File: src/rtl/spi_stat_pkg.sv
package spi_stat_pkg;
  localparam int unsigned STAT_W      = 32;
  localparam int unsigned B_ACTIVE    = 14;
  localparam int unsigned B_SS        = 13;
  localparam int unsigned B_TX_E_NXT  = 11;
  localparam int unsigned B_TX_EMPTY  = 10;
  localparam int unsigned B_TX_F_NXT  = 9;
  localparam int unsigned B_TX_FULL   = 8;
  localparam int unsigned B_RX_E_NXT  = 7;
  localparam int unsigned B_RX_EMPTY  = 6;
  localparam int unsigned B_RX_F_NXT  = 5;
  localparam int unsigned B_RX_FULL   = 4;
  localparam int unsigned B_UNDERRUN  = 3;
  localparam int unsigned B_OVERFLOW  = 2;
  localparam int unsigned B_RX_DONE   = 1;
  localparam int unsigned B_TX_DONE   = 0;

  typedef struct packed {
    logic empty_nxt;
    logic empty;
    logic full_nxt;
    logic full;
  } fifo_flags_t;
endpackage

File: src/rtl/spi_fifo_lvl.sv
module spi_fifo_lvl
  import spi_stat_pkg::*;
#(
  parameter int unsigned DEPTH = 8
) (
  input  logic        clk_i,
  input  logic        rst_ni,
  input  logic        push_i,
  input  logic        pop_i,
  output logic        push_ok_o,
  output logic        pop_ok_o,
  output fifo_flags_t flags_o
);
  localparam int unsigned LW = $clog2(DEPTH + 1);
  localparam logic [LW-1:0] LVL_FULL = LW'(DEPTH);
  localparam logic [LW-1:0] LVL_NXTF = LW'(DEPTH - 1);
  localparam logic [LW-1:0] LVL_ONE  = LW'(1);

  logic [LW-1:0] level_q;

  assign flags_o.empty     = (level_q == '0);
  assign flags_o.full      = (level_q == LVL_FULL);
  assign flags_o.empty_nxt = (level_q == LVL_ONE);
  assign flags_o.full_nxt  = (level_q == LVL_NXTF);

  assign push_ok_o = push_i & ~flags_o.full;
  assign pop_ok_o  = pop_i  & ~flags_o.empty;

  always_ff @(posedge clk_i or negedge rst_ni) begin
    if (!rst_ni)
      level_q <= '0;
    else if (push_ok_o && !pop_ok_o)
      level_q <= level_q + LVL_ONE;
    else if (pop_ok_o && !push_ok_o)
      level_q <= level_q - LVL_ONE;
  end

  AST_LVL_RANGE: assert property (@(posedge clk_i) disable iff (!rst_ni)
    level_q <= LVL_FULL);
  AST_FULL_PUSH_DROP: assert property (@(posedge clk_i) disable iff (!rst_ni)
    flags_o.full && push_i && !pop_i |=> flags_o.full);
  AST_EMPTY_POP_DROP: assert property (@(posedge clk_i) disable iff (!rst_ni)
    flags_o.empty && pop_i && !push_i |=> flags_o.empty);
  AST_BOTH_HOLD: assert property (@(posedge clk_i) disable iff (!rst_ni)
    push_i && pop_i && !flags_o.full && !flags_o.empty |=> $stable(level_q));
endmodule

File: src/rtl/spi_err_flag.sv
module spi_err_flag (
  input  logic clk_i,
  input  logic rst_ni,
  input  logic set_i,
  input  logic clr_i,
  input  logic soft_clr_i,
  output logic flag_o
);
  // priority: soft clear > set > access clear
  always_ff @(posedge clk_i or negedge rst_ni) begin
    if (!rst_ni)         flag_o <= 1'b0;
    else if (soft_clr_i) flag_o <= 1'b0;
    else if (set_i)      flag_o <= 1'b1;
    else if (clr_i)      flag_o <= 1'b0;
  end

  AST_ERR_SET: assert property (@(posedge clk_i) disable iff (!rst_ni)
    set_i && !soft_clr_i |=> flag_o);
  AST_ERR_SOFT: assert property (@(posedge clk_i) disable iff (!rst_ni)
    soft_clr_i |=> !flag_o);
  AST_ERR_KEEP: assert property (@(posedge clk_i) disable iff (!rst_ni)
    flag_o && !clr_i && !soft_clr_i |=> flag_o);
endmodule

File: src/rtl/spi_frame_tally.sv
module spi_frame_tally #(
  parameter int unsigned CNT_W = 16
) (
  input  logic             clk_i,
  input  logic             rst_ni,
  input  logic [CNT_W-1:0] target_i,
  input  logic             restart_i,
  input  logic             inc_i,
  output logic             done_o
);
  logic [CNT_W-1:0] cnt_q;

  assign done_o = (target_i != '0) && (cnt_q == target_i);

  always_ff @(posedge clk_i or negedge rst_ni) begin
    if (!rst_ni)
      cnt_q <= '0;
    else if (restart_i)
      cnt_q <= '0;
    else if (inc_i && (cnt_q < target_i))
      cnt_q <= cnt_q + CNT_W'(1);
  end

  AST_TALLY_RESTART: assert property (@(posedge clk_i) disable iff (!rst_ni)
    restart_i |=> !done_o);
  AST_TALLY_HOLD: assert property (@(posedge clk_i) disable iff (!rst_ni)
    done_o && !restart_i |=> $stable(cnt_q));
endmodule

File: src/rtl/spi_stat_gen.sv
module spi_stat_gen
  import spi_stat_pkg::*;
#(
  parameter int unsigned TX_DEPTH = 8,
  parameter int unsigned RX_DEPTH = 8,
  parameter int unsigned CNT_W    = 16
) (
  input  logic             clk_i,
  input  logic             rst_ni,
  input  logic             slave_mode_i,
  input  logic             ss_level_i,
  input  logic             busy_i,
  input  logic             tx_push_i,
  input  logic             tx_req_i,
  input  logic             rx_done_i,
  input  logic             rx_pop_i,
  input  logic             soft_clr_i,
  input  logic [CNT_W-1:0] frame_tgt_i,
  input  logic             frame_tgt_we_i,
  input  logic             start_i,
  output logic [31:0]      status_o
);
  fifo_flags_t      tx_f, rx_f;
  logic             tx_push_ok, tx_pop_ok, rx_push_ok, rx_pop_ok;
  logic             underrun, overflow, tx_done, rx_done;
  logic [CNT_W-1:0] target_q;
  logic             restart;

  assign restart = frame_tgt_we_i | start_i;

  always_ff @(posedge clk_i or negedge rst_ni) begin
    if (!rst_ni)             target_q <= '0;
    else if (frame_tgt_we_i) target_q <= frame_tgt_i;
  end

  spi_fifo_lvl #(.DEPTH(TX_DEPTH)) u_tx_lvl (
    .clk_i, .rst_ni,
    .push_i(tx_push_i), .pop_i(tx_req_i),
    .push_ok_o(tx_push_ok), .pop_ok_o(tx_pop_ok), .flags_o(tx_f)
  );

  spi_fifo_lvl #(.DEPTH(RX_DEPTH)) u_rx_lvl (
    .clk_i, .rst_ni,
    .push_i(rx_done_i), .pop_i(rx_pop_i),
    .push_ok_o(rx_push_ok), .pop_ok_o(rx_pop_ok), .flags_o(rx_f)
  );

  // a master never starts a frame without data, so only a slave can underrun
  spi_err_flag u_urun (
    .clk_i, .rst_ni,
    .set_i(tx_req_i & tx_f.empty & slave_mode_i),
    .clr_i(tx_push_ok | tx_pop_ok),
    .soft_clr_i, .flag_o(underrun)
  );

  spi_err_flag u_ovf (
    .clk_i, .rst_ni,
    .set_i(rx_done_i & rx_f.full),
    .clr_i(rx_push_ok | rx_pop_ok),
    .soft_clr_i, .flag_o(overflow)
  );

  spi_frame_tally #(.CNT_W(CNT_W)) u_tx_tally (
    .clk_i, .rst_ni, .target_i(target_q), .restart_i(restart),
    .inc_i(tx_pop_ok), .done_o(tx_done)
  );

  spi_frame_tally #(.CNT_W(CNT_W)) u_rx_tally (
    .clk_i, .rst_ni, .target_i(target_q), .restart_i(restart),
    .inc_i(rx_push_ok), .done_o(rx_done)
  );

  always_comb begin
    status_o             = '0;
    status_o[B_ACTIVE]   = busy_i;
    status_o[B_SS]       = ss_level_i;
    status_o[B_TX_E_NXT] = tx_f.empty_nxt;
    status_o[B_TX_EMPTY] = tx_f.empty;
    status_o[B_TX_F_NXT] = tx_f.full_nxt;
    status_o[B_TX_FULL]  = tx_f.full;
    status_o[B_RX_E_NXT] = rx_f.empty_nxt;
    status_o[B_RX_EMPTY] = rx_f.empty;
    status_o[B_RX_F_NXT] = rx_f.full_nxt;
    status_o[B_RX_FULL]  = rx_f.full;
    status_o[B_UNDERRUN] = underrun;
    status_o[B_OVERFLOW] = overflow;
    status_o[B_RX_DONE]  = rx_done;
    status_o[B_TX_DONE]  = tx_done;
  end

  AST_URUN_SLAVE_ONLY: assert property (@(posedge clk_i) disable iff (!rst_ni)
    $rose(status_o[B_UNDERRUN]) |-> $past(slave_mode_i));
  AST_OVF_NEEDS_FULL: assert property (@(posedge clk_i) disable iff (!rst_ni)
    $rose(status_o[B_OVERFLOW]) |-> $past(status_o[B_RX_FULL]));
  AST_RSVD_ZERO: assert property (@(posedge clk_i) disable iff (!rst_ni)
    status_o[31:15] == '0 && !status_o[12]);
  AST_TXDONE_QUIET: assert property (@(posedge clk_i) disable iff (!rst_ni)
    $rose(status_o[B_TX_DONE]) |-> $past(tx_pop_ok));
endmodule

File: config.mk
export PLATFORM = sky130hd
export DESIGN_NAME = spi_stat_gen
export DESIGN_NICKNAME = d
export VERILOG_FILES = /design/src/rtl/spi_stat_pkg.sv /design/src/rtl/spi_fifo_lvl.sv /design/src/rtl/spi_err_flag.sv /design/src/rtl/spi_frame_tally.sv /design/src/rtl/spi_stat_gen.sv
export SDC_FILE = /design/constraint.sdc
export NUM_CORES = 1
export LEC_CHECK = 0
export BUFFER_PORTS_ARGS = -buffer_cell sky130_fd_sc_hd__buf_2
export CAP_MARGIN = 5
export CORE_MARGIN = 1.5
export CORE_UTILIZATION = 50
export CTS_BUF_LIST = sky130_fd_sc_hd__clkbuf_16
export CTS_CLUSTER_SIZE = 30
export DETAILED_ROUTE_END_ITERATION = 8
export GPL_TIMING_DRIVEN = 0
export PLACE_DENSITY = 0.77
export SYNTH_ARGS = -nofsm -noshare
export SYNTH_HDL_FRONTEND = slang
export SYNTH_SLANG_ARGS = --single-unit
File: constraint.sdc
create_clock -name clk_i -period 3.9 [get_ports clk_i]
set_input_delay 0.78 -clock clk_i [delete_from_list [all_inputs] [get_ports clk_i]]
set_output_delay 0.78 -clock clk_i [all_outputs]
set_load 0.02 [all_outputs]
---- Yosys cells after proc, flatten, opt, wreduce, memory -nomap -nowiden ----
Index checks and enable logic that the tools add are counted.
word-level totals
  input port bits ......................... 28
  word-level logic and storage cells ...... 72
  register bits after elaboration ......... 58
  output and inout bits ................... 32
operators by class
  equality and inequality tests ........... 8
  reductions and logical operators ........ 21
  $add $sub $neg .......................... 6
  multiplexer cells ....................... 14
  bitwise operators ....................... 14
  $lt $le $gt $ge ......................... 2
operators by type and width
  kind                                                                count
  16-bit two-way mux                                                  4
  16-bit by 1-bit adder with 16-bit output, second input constant     2
  16-bit == test                                                      2
  16-bit less-than comparator                                         2
  4-bit two-way mux                                                   4
  16-bit nonzero test                                                 1
  4-bit by 1-bit adder with 4-bit output, second input constant       2
  4-bit by 1-bit == test with 1-bit output, second input constant     2
  4-bit by 3-bit == test with 1-bit output, second input constant     2
  4-bit == test, second input constant                                2
  1-bit logical AND                                                   8
  4-bit zero test                                                     2
  2-bit nonzero test                                                  4
  4-bit by 1-bit subtractor with 4-bit output, second input constant  2
  1-bit bitwise AND                                                   7
  1-bit two-way mux                                                   6
  3-bit nonzero test                                                  2
  1-bit zero test                                                     4
  1-bit inverter                                                      4
  1-bit OR                                                            3

---- Longest topological paths before layout ----
  depth after elaboration ................. 7
  depth in mapped cells ................... 10
  depth with buffers taken out ............ 10

---- Hierarchy ----
From an unflattened synthesis, not the netlist that was laid out.
second synthesis, totals
  cell total of the unflattened synthesis .. 464
  area, all modules ....................... 4420.5 µm²
by module, submodules not included
  module                        cells an instance  sequential area each (µm²)  area an instance (µm²)  instances
  spi_frame_tally (u_rx_tally)  168                400.4                       1471.4                  1
  spi_frame_tally (u_tx_tally)  168                400.4                       1422.6                  1
  spi_stat_gen                  64                 400.4                       860.8                   1
  spi_fifo_lvl                  28                 100.1                       289.0                   2
  spi_err_flag                  4                  25.0                        43.8                    2

---- Least setup slack after synthesis ----
Ideal clock, no wire load.
  kind .................................... reg-to-reg
  start point ............................. reg u_tx_lvl.level_q[0]
  end point ............................... reg u_tx_tally.cnt_q[7]
  stages on the path, launching flop included .. 10
  data arrival time ....................... 2.362 ns
  path slack .............................. 1.418 ns
  setup time .............................. 0.120 ns
  cells stage by stage .................... dfrtp_1 -> inv_1 -> ha_1 -> nor3b_1 -> nand2b_1 -> or3_1 -> clkbuf_1 -> nor4_2 -> buf_4 -> a41o_1
between the ends
  cells in the longest elaborated chain, start to end .. 5
ends and longest elaborated chain
  element                       line                   text
  start, declared               spi_fifo_lvl.sv:19     logic [LW-1:0] level_q;
  start signal, assigned        spi_fifo_lvl.sv:33     level_q <= level_q + LVL_ONE;
  start signal, assigned        spi_fifo_lvl.sv:35     level_q <= level_q - LVL_ONE;
  4-bit zero test               spi_fifo_lvl.sv:21     assign flags_o.empty = (level_q == '0);
  net status_o[10]              spi_stat_gen.sv:21     output logic [31:0] status_o
  1-bit inverter                spi_fifo_lvl.sv:27     assign pop_ok_o = pop_i & ~flags_o.empty;
  1-bit bitwise AND             spi_fifo_lvl.sv:27
  1-bit logical AND             spi_frame_tally.sv:20  else if (inc_i && (cnt_q < target_i))
  2-bit nonzero test (no line)  --
  end signal, assigned          spi_frame_tally.sv:21  cnt_q <= cnt_q + CNT_W'(1);
  end, declared                 spi_frame_tally.sv:11  logic [CNT_W-1:0] cnt_q;
The timed path passes the listed nets, and every way through them passes these cells.
A chain may end at the register's enable or synchronous reset.

---- Final worst setup path ----
  start point ............................. reg u_rx_tally.cnt_q[9]
  end point ............................... out status_o[1]
between the ends
  cells in the longest elaborated chain, start to end .. 2
ends and longest elaborated chain
  element                 line                   text
  start, declared         spi_frame_tally.sv:11
  start signal, assigned  spi_frame_tally.sv:21
  16-bit == test          spi_frame_tally.sv:13  assign done_o = (target_i != '0) && (cnt_q == target_i);
  1-bit logical AND       spi_frame_tally.sv:13
  end, declared           spi_stat_gen.sv:21
No other way between the ends.

==> out/qor.txt <==
Global-route wire length before repair = 14300 um
DR pass1 iterations = 4
Most common cell after layout, fill and taps aside = dfrtp_1
Clk_lat worst skew = 330 ps
Worst-margin pin slew = 897 ps
Hold-fix buffers, CTS = 0
FILL cells = 639
Synth Instances = 426
Flop2flop setup slack = 1200 ps
Starting DRC count in detailed routing = 118
Routed WL per cell = 14.2 um
Final number of setup-violating endpoints = 0
CP required = 3120 ps
Clk sinks = 58
Post-DP HPWL = 6320 um
Sw power = 0.640 mW
TritonCTS Buffers = 9
Reg clk slew, reported paths = 50 ps
Placer Congestion = 0.899
Final std cells w/o fill = 600
Wirelength, routed = 8540 um
Post-CTS Resized = 0
Slew Viols, Final = 0
Highest ir drop seen on vdd = 0.000221 V
Initial antenna violation count = 0
Nets@finish = 565
Share of total power in sequential cells = 36.7%
RSZ-0062 raised after global routing = no
Cell area after synthesis = 3910 um^2
Ports = 60
GRT overflow = 0
Max Cap Viol = 0
#FFs+latches synth = 58
Design area = 4590 um^2
DRC = 0
Gate power share = 25.1%
Input/output buffers = 39
Std cell rows = 32
Synth Flop Type = dfrtp_1
Number of global-route vias before repair = 3104
Die X-Extent = 91.5 um
Post-CTS setup buffer count = 0
Initial Utilization = 51.2%
Placed Instance Area = 4300 um^2
Hold Crit Class = input pin to async pin
Area grow syn2layout = 17.3%
Avg Inst Size Synth = 9.18 um^2
Share of layout cells above drive strength 1 = 18.7%
Max Clk Rate = 344 MHz
Hold Vio Cnt, Final = 0
Ant diodes = 0
Core Area = 7650 um^2
Relative slew slack = 40.1%
CTS tree = yes
Power Density = 439 nW/um^2
CP arrival = 2130 ps
Global Route Usage Sum = 21.9%
Post-synth EDFFs = 0
Clock power share = 38.2%
Root Driver = clkbuf_16
Vias = 3295
Clock skew = 6.41 ps
Largest net degree at the start of global routing = 59
Status = finished clean
Htree depth = 3
Yosys warns = 0
Routed Antenna Nets = 0
P_leak = 2.25 nW
Cell count of the worst reg-to-reg path = 9
Most frequent cells in the layout = 58 x dfrtp_1, 44 x ha_1, 40 x nand2_1, 39 x buf_2, 32 x inv_1
Max Fanout on Critical Path = 6
Clk buf depth = 2
CP startpoint kind = register
Internal power = 1.37 mW
Die height = 91.5 um
Yosys cell types = 50
Sw frac = 31.8%
Vias per inst = 5.49
Asr flop ratio synth = 100%
Worst setup margin = 992 ps
Crit Path Class = register to output pin
Place WS = 1220 ps
Post-synthesis sequential area ratio = 37.1%
Final min period = 2910 ps
Worst Setup End Kind = output pin
Area of the die = 8360 um^2
TNS Setup = 0 ps
Dpl cells = 584
Period utilization = 74.6%
[path summary, 6_finish.rpt]
check                               startpoint                   to
max in group asynchronous               rst_ni  u_rx_tally.cnt_q[1]
min                                     rst_ni  u_tx_lvl.level_q[2]
max                        u_rx_tally.cnt_q[9]          status_o[1]
min in group clk_i               u_urun.flag_o        u_urun.flag_o
max reg2reg                u_rx_tally.cnt_q[9]  u_rx_tally.cnt_q[1]
min reg2reg                      u_urun.flag_o        u_urun.flag_o
[cells by family (layout without fill, tap and decap cells)]
| group | after synthesis | in the layout | share of synthesized area [%] |
|---|---|---|---|
| buffers and inverters | 68 | 123 | 8.95 |
| AOI/OAI and AO/OA | 93 | 93 | 15.3 |
| xor gates and xnor gates | 14 | 14 | 3.13 |
| muxes | 5 | 5 | 1.38 |
| other | 1 | 18 | 0.0958 |
| DFF | 58 | 58 | 37.1 |
| adders and majority gates | 44 | 44 | 14.1 |
| and+or+nand+nor | 143 | 143 | 20.0 |
[flip-flops by register name (all words and copies together) (netlist names)]
register,count
u_rx_lvl.level_q,4
u_ovf.flag_o,1
target_q,16
u_rx_tally.cnt_q,16
u_urun.flag_o,1
u_tx_lvl.level_q,4
u_tx_tally.cnt_q,16
[metal layers]
metal	track usage, %	wire length (um)
met5	0	0
met4	11.5	238
met3	3.94	245
met2	37.1	4330
met1	26.6	3730
[worst max-delay path, stage by stage, from the launching register on]
cell     delay [ps]
dfrtp_1         440
ha_1            350
nand4_1         170
nor4_1          380
nand2_1         100
nor2_1          110
buf_4           110
buf_2           150
[synthesized netlist by cell type (2+ instances only)]
library cell | count | area (um^2)
nor2_1 | 25 | 93.8
nand2b_1 | 2 | 12.5
a21o_1 | 4 | 30.0
o31ai_1 | 9 | 67.6
nor3b_1 | 4 | 30.0
xnor2_1 | 12 | 105
or4_1 | 9 | 67.6
and3_1 | 5 | 31.3
nor4b_1 | 2 | 17.5
nand4_1 | 12 | 75.1
xor2_1 | 2 | 17.5
nor2b_1 | 2 | 12.5
ha_1 | 44 | 551
o21a_1 | 2 | 15.0
a31oi_1 | 4 | 25.0
o21ai_0 | 29 | 145
nor3_1 | 2 | 10.0
a31o_2 | 3 | 26.3
nand3b_1 | 2 | 15.0
a21oi_1 | 28 | 140
mux2i_1 | 2 | 20.0
a41o_1 | 4 | 40.0
a211oi_1 | 2 | 15.0
nand3_1 | 13 | 65.1
or3_1 | 5 | 31.3
and3b_1 | 3 | 26.3
nor4_1 | 9 | 56.3
buf_4 | 25 | 188
and4_1 | 2 | 17.5
dfrtp_1 | 58 | 1450
clkbuf_1 | 11 | 41.3
nand2_1 | 40 | 150
inv_1 | 31 | 116
mux2_2 | 3 | 33.8
[layout make-up]
| cell class | instances | area [um^2] | area share (%) |
|---|---|---|---|
| Timing Repair Buffer | 39 | 198 | 4.31 |
| Tap cell | 102 | 128 | 2.78 |
| Clock inverter | 7 | 61.3 | 1.34 |
| Clock buffer | 9 | 225 | 4.91 |
| Buffer | 37 | 234 | 5.10 |
| Sequential cell | 58 | 1450 | 31.6 |
| Inverter | 31 | 116 | 2.54 |
| Multi-Input combinational cell | 317 | 2170 | 47.4 |
[through the flow]
step / hold slack (ps) / total power [mW] / utilization [%]
after global placement: 490 / 1.23 / 56.2
after CTS: 523 / 2.02 / 60.0
final: 509 / 2.01 / 60.0
after detailed placement: 507 / 1.25 / 56.2
after global routing: 560 / 2.11 / 60.0
after floorplan: 476 / 1.12 / -
[power groups by stage]
stage	Sequential (mW)	Clock (mW)	Combinational, mW
after floorplan	0.733	0	0.385
after global placement	0.745	0	0.486
after detailed placement	0.747	0	0.504
after CTS	0.738	0.775	0.509
after global routing	0.750	0.800	0.564
final	0.739	0.769	0.506
Note: power is estimated with default switching activity, not from simulation.
